`config.mk`:
```
export PLATFORM = sky130hd
export DESIGN_NAME = dual_reg_macrocell
export DESIGN_NICKNAME = d
export VERILOG_FILES = /design/src/rtl/mc_pkg.sv /design/src/rtl/mc_rst_sync.sv /design/src/rtl/mc_clk_pick.sv /design/src/rtl/mc_flop.sv /design/src/rtl/mc_out_path.sv /design/src/rtl/dual_reg_macrocell.sv
export SDC_FILE = /design/constraint.sdc
export NUM_CORES = 1
export LEC_CHECK = 0
export BUFFER_PORTS_ARGS = -buffer_cell sky130_fd_sc_hd__clkbuf_2
export CAP_MARGIN = 15
export CORE_UTILIZATION = 44
export CTS_CLUSTER_DIAMETER = 150
export DETAILED_ROUTE_END_ITERATION = 8
export GPL_TIMING_DRIVEN = 0
export PLACE_DENSITY = 0.74
export SYNTH_ARGS = -nofsm -noshare
export SYNTH_HDL_FRONTEND = slang
export SYNTH_HIERARCHICAL = 1
export SYNTH_SLANG_ARGS = --single-unit
```
`constraint.sdc`:
```
create_clock -name clk -period 1.83 [get_ports clk]
set_clock_uncertainty 0.1 [all_clocks]
set_input_delay 0.2745 -clock clk [delete_from_list [all_inputs] [get_ports clk]]
set_output_delay 0.2745 -clock clk [all_outputs]
set_load 0.05 [all_outputs]
```
`src/rtl/mc_pkg.sv`:
```
package mc_pkg;
  parameter int NREG = 2;
  localparam int SEL_W = (NREG > 1) ? $clog2(NREG) : 1;

  typedef struct packed {
    logic [NREG-1:0] toggle;
    logic [NREG-1:0] pinclk;
    logic            reg_out;
    logic            merge;
    logic            invert;
  } cell_cfg_t;
endpackage

```
`src/rtl/mc_rst_sync.sv`:
```
module mc_rst_sync #(
  parameter int STAGES = 2
) (
  input  logic clk,
  input  logic rst_n,
  output logic rst_sync_n
);
  logic [STAGES-1:0] chain_q;
  logic [STAGES-1:0] chain_d;

  always_comb begin
    chain_d = {chain_q[STAGES-2:0], 1'b1};
  end

  always_ff @(posedge clk or negedge rst_n) begin
    if (!rst_n) chain_q <= '0;
    else        chain_q <= chain_d;
  end

  assign rst_sync_n = chain_q[STAGES-1];
endmodule

```
`src/rtl/mc_clk_pick.sv`:
```
module mc_clk_pick (
  input  logic clk,
  input  logic rst_n,
  input  logic use_pin,
  input  logic own_term,
  input  logic pin_clk,
  output logic tick
);
  logic src;
  logic prev_q;

  always_comb begin
    src  = use_pin ? pin_clk : own_term;
    tick = src & ~prev_q;
  end

  always_ff @(posedge clk or negedge rst_n) begin
    if (!rst_n) prev_q <= 1'b0;
    else        prev_q <= src;
  end
endmodule

```
`src/rtl/mc_flop.sv`:
```
module mc_flop (
  input  logic clk,
  input  logic rst_n,
  input  logic run,
  input  logic tick,
  input  logic toggle,
  input  logic d,
  input  logic areset,
  input  logic spre,
  input  logic pl_mode,
  input  logic pl_hit,
  input  logic pl_data,
  output logic fb
);
  logic q;
  logic q_nxt;
  logic q_en;

  always_comb begin
    q_en  = 1'b0;
    q_nxt = q;
    if (areset) begin
      q_en  = 1'b1;
      q_nxt = 1'b0;
    end else if (run && tick) begin
      if (pl_mode) begin
        q_en  = pl_hit;
        q_nxt = pl_data;
      end else if (spre) begin
        q_en  = 1'b1;
        q_nxt = 1'b1;
      end else begin
        q_en  = 1'b1;
        q_nxt = toggle ? (q ^ d) : d;
      end
    end
  end

  always_ff @(posedge clk or negedge rst_n) begin
    if (!rst_n)    q <= 1'b0;
    else if (q_en) q <= q_nxt;
  end

  assign fb = q & ~areset;
endmodule

```
`src/rtl/mc_out_path.sv`:
```
module mc_out_path
  import mc_pkg::*;
(
  input  cell_cfg_t       cfg,
  input  logic [NREG-1:0] sum_term,
  input  logic            fb0,
  output logic            d0,
  output logic            pad_o
);
  logic sel_val;

  always_comb begin
    d0      = cfg.merge ? (|sum_term) : sum_term[0];
    sel_val = cfg.reg_out ? fb0 : d0;
    pad_o   = sel_val ^ cfg.invert;
  end
endmodule

```
`src/rtl/dual_reg_macrocell.sv`:
```
module dual_reg_macrocell
  import mc_pkg::*;
(
  input  logic                  clk,
  input  logic                  rst_n,
  input  logic [NREG-1:0]       cfg_toggle,
  input  logic [NREG-1:0]       cfg_pinclk,
  input  logic                  cfg_reg_out,
  input  logic                  cfg_merge,
  input  logic                  cfg_invert,
  input  logic [NREG-1:0]       sum_term,
  input  logic [NREG-1:0]       clk_term,
  input  logic                  pin_clk,
  input  logic [NREG-1:0]       areset_term,
  input  logic                  sync_preset,
  input  logic                  oe_term,
  input  logic                  preload_mode,
  input  logic [SEL_W-1:0]      preload_sel,
  input  logic                  pad_i,
  output logic                  pad_o,
  output logic                  pad_oe,
  output logic                  pin_rd,
  output logic [NREG-1:0]       fb
);
  logic      rst_sync_n;
  cell_cfg_t cfg_in;
  cell_cfg_t cfg_q;
  logic      d0;
  logic [NREG-1:0] din;
  logic [NREG-1:0] tick;

  mc_rst_sync #(.STAGES(2)) u_rst (
    .clk(clk), .rst_n(rst_n), .rst_sync_n(rst_sync_n)
  );

  // Configuration is captured while reset is held, then frozen.
  always_comb begin
    cfg_in.toggle  = cfg_toggle;
    cfg_in.pinclk  = cfg_pinclk;
    cfg_in.reg_out = cfg_reg_out;
    cfg_in.merge   = cfg_merge;
    cfg_in.invert  = cfg_invert;
  end

  always_ff @(posedge clk) begin
    if (!rst_sync_n) cfg_q <= cfg_in;
  end

  mc_out_path u_out (
    .cfg(cfg_q), .sum_term(sum_term), .fb0(fb[0]), .d0(d0), .pad_o(pad_o)
  );

  generate
    for (genvar i = 0; i < NREG; i++) begin : g_reg
      if (i == 0) begin : g_d0
        assign din[i] = d0;
      end else begin : g_dn
        assign din[i] = sum_term[i];
      end

      mc_clk_pick u_pick (
        .clk(clk), .rst_n(rst_n), .use_pin(cfg_q.pinclk[i]),
        .own_term(clk_term[i]), .pin_clk(pin_clk), .tick(tick[i])
      );

      mc_flop u_flop (
        .clk(clk), .rst_n(rst_n), .run(rst_sync_n), .tick(tick[i]),
        .toggle(cfg_q.toggle[i]), .d(din[i]), .areset(areset_term[i]),
        .spre(sync_preset), .pl_mode(preload_mode),
        .pl_hit(preload_sel == SEL_W'(i)), .pl_data(pad_i), .fb(fb[i])
      );
    end
  endgenerate

  assign pad_oe = oe_term;
  assign pin_rd = pad_i;
endmodule

```
==> reports/metrics.cfg <==
[outcome]
outcome = finished, final reports clean

[floorplan]
io_pins = 26
floorplan.rows = 13
core_area_mm2 = 0.00130
die_w_um = 39.6
die_area_mm2 = 0.00156
die_h_um = 39.6
start_util = 0.477

[timing]
min_period_over_period = 0.955
drv_slew = 0
fmax_mhz = 572
setup_violations = 0
hold_viol = 0
fin_setup_tns_ns = 0
rsz0062_at_grt = false
period_needed_ns = 1.75

[logic_synthesis]
synthCells = 47
avgSynthCellArea_um2 = 13.2
syn_nets = 68
synth.mux.area_fraction = 0.0645
yosys.area_share.adder = 0
synthSimpleGateAreaFrac = 0.137
synth_cell_type_count = 19
ys_warn_count = 6
synth_area_leader_cell = edfxtp_1
synth_xor_area_frac = 0.0141
yosys-top-cells-area = edfxtp_1, dfrtp_1, a221oi_2
synth_seq_cells = 13
synth_compound_area_frac = 0.137
syn_area_um2 = 621
yosysTopAreaCellShare = 0.339
synth_top_family_by_area = compound AO/OA/AOI/OAI gates
yosysSeqAreaShare = 0.581

[route]
num_vias = 446
via_per_inst = 4.90
antenna_left = 0
route.detailed.drc = 0
wl_per_cell_um = 10.8
first_pass_iters = 6
drt-total-wl_um = 986
drt_iter0_drc = 4

[setup_path]
required_ns = 1.46
r2r_start = cfg_q[4]
rr_endpoint = g_reg[1].u_flop/q
crit_path_max_fanout = 4
cp-end-kind = output port
ff2ff_path_depth = 5
ff2ff_setup_slack_ns = 0.25
start_kind = register
critPathArrivalTime_ns = 1.37
path_class = reg -> out

[pwr]
p_leak_nw = 0.390
ir_worst_vdd_mv = 0.475
powerDensity_mw_per_mm2 = 751

[placed_design]
portBuffers = 24
hpwl_um = 814
dp.cells = 86
gp_congestion = 0.663

[cts]
cts_made_buffers = 3
clock-root-buffer = clkbuf_4
cts_num_sinks = 13
cts_tree = done
clk_path_buf_depth = 2
cts.clk_slew.worst_paths_ns = 0.07
post_cts_buffers = 0
clock_latency_ns = 0.27
htree_levels = 1

[worst_hold_path]
holdPathEnd = cfg_q[4]
hold_path.class = in -> reg
hold_start = cfg_pinclk[1]
holdPathStages = 1

[global_route]
grt_pass1_vias = 395
antenna_found_initial = 0
grt_pass1_wl_um = 1540
grt_max_degree = 9
grtUsageTotal = 0.159
grt_overflow = 0

[layout]
num-nets-final = 98
syn_to_final_growth_pct = 32.9
fin_cells = 91
diodes = 0
drive_gt1_frac = 0.500

[run]
maxCapViolations = 0

worst max-delay path: stages (launching register included):
cell	delay [ns]
edfxtp_1	0.36
a21o_1	0.21
mux2i_2	0.22
xnor2_2	0.16
buf_8	0.16
layout make-up:
type / count / area, um2
timing repair buffer: 25 / 140
multi-input combinational: 26 / 241
buffer: 2 / 15.0
clock buffer: 4 / 26.3
tap: 15 / 18.8
fill: 111 / 477
inverter: 6 / 22.5
sequential: 13 / 360
cells in the final DEF, fill, tap and decap left out, types with 3 or more instances in the layout:
master    count
clkbuf_4      3
edfxtp_1      7
dfrtp_1       6
clkbuf_2     23
inv_1         6
repair_timing:
action	CTS	global route
gates resized for setup	3	1
hold buffers	1	0
hold endpoints to repair	6	0
endpoints found under the setup margin	1	1
gates cloned	0	0
pin swaps	0	1
cells by family (layout without fill, tap and decap cells):
group / count (synthesis) / count (layout)
compound gates: 9 / 9
xor+xnor: 1 / 1
buf+inv: 8 / 37
flops: 13 / 13
mux: 3 / 3
other cells: 1 / 1
simple gates: 12 / 12
layer usage:
layer	wire [um]	up-vias	part of all wire	track usage
met2	492	18	0.50	0.279
met5	0	-	0	0
li1	-	224	-	-
met1	416	200	0.42	0.167
met3	52	4	0.053	0.0341
met4	25	0	0.025	0.103
worst max path at each step:
stage	startpoint	endpoint	slack (ns)	cells past startpoint
after floorplan	g_reg[0].u_flop/q	pad_o	0.03	4
after global placement	sum_term[1]	pad_o	0.23	5
after detailed placement	sum_term[1]	pad_o	0.20	5
after CTS	cfg_q[1]	pad_o	0.02	4
after global routing	cfg_q[1]	pad_o	0.01	4
final	cfg_q[1]	pad_o	0.08	4
sequential cells by signal (all words and copies together), names as in the netlist:
name and cells:
u_rst/chain_q 2, g.u_pick/prev_q 2, g.u_flop/q 2, cfg_q 7
synth_stat cells (all sizes together):
| cell | number |
|---|---|
| o311ai | 2 |
| nor2 | 2 |
| edfxtp | 7 |
| nor3b | 2 |
| inv | 6 |
| conb | 1 |
| xnor2 | 1 |
| nand3 | 2 |
| nand2b | 2 |
| buf | 2 |
| a41o | 2 |
| a21o | 1 |
| mux2 | 2 |
| o21ai | 2 |
| and2 | 2 |
| nor2b | 2 |
| mux2i | 1 |
| dfrtp | 6 |
| a221oi | 2 |
power by group:
part	internal (mW)	switching [mW]	leakage [nW]
registers	0.327	0.00868	0.142
logic	0.0560	0.0612	0.232
clock network	0.0843	0.0818	0.0150
total	0.467	0.152	0.390
stage by stage:
step / hold slack, ns / cell area [um2] / setup WS, ns / utilization / power (mW)
2_1_floorplan: -0.121 / 636 / 0.0259 / - / 0.410
3_3_place_gp: 0.00804 / 774 / 0.230 / 0.595 / 0.447
3_5_place_dp: 0.0122 / 774 / 0.200 / 0.595 / 0.450
4_1_cts: 0.0685 / 823 / 0.0225 / 0.633 / 0.627
5_1_grt: 0.0605 / 825 / 0.0140 / 0.634 / 0.656
6_report: 0.0791 / 825 / 0.0819 / 0.634 / 0.619
Power figures use the tool's default switching activity.
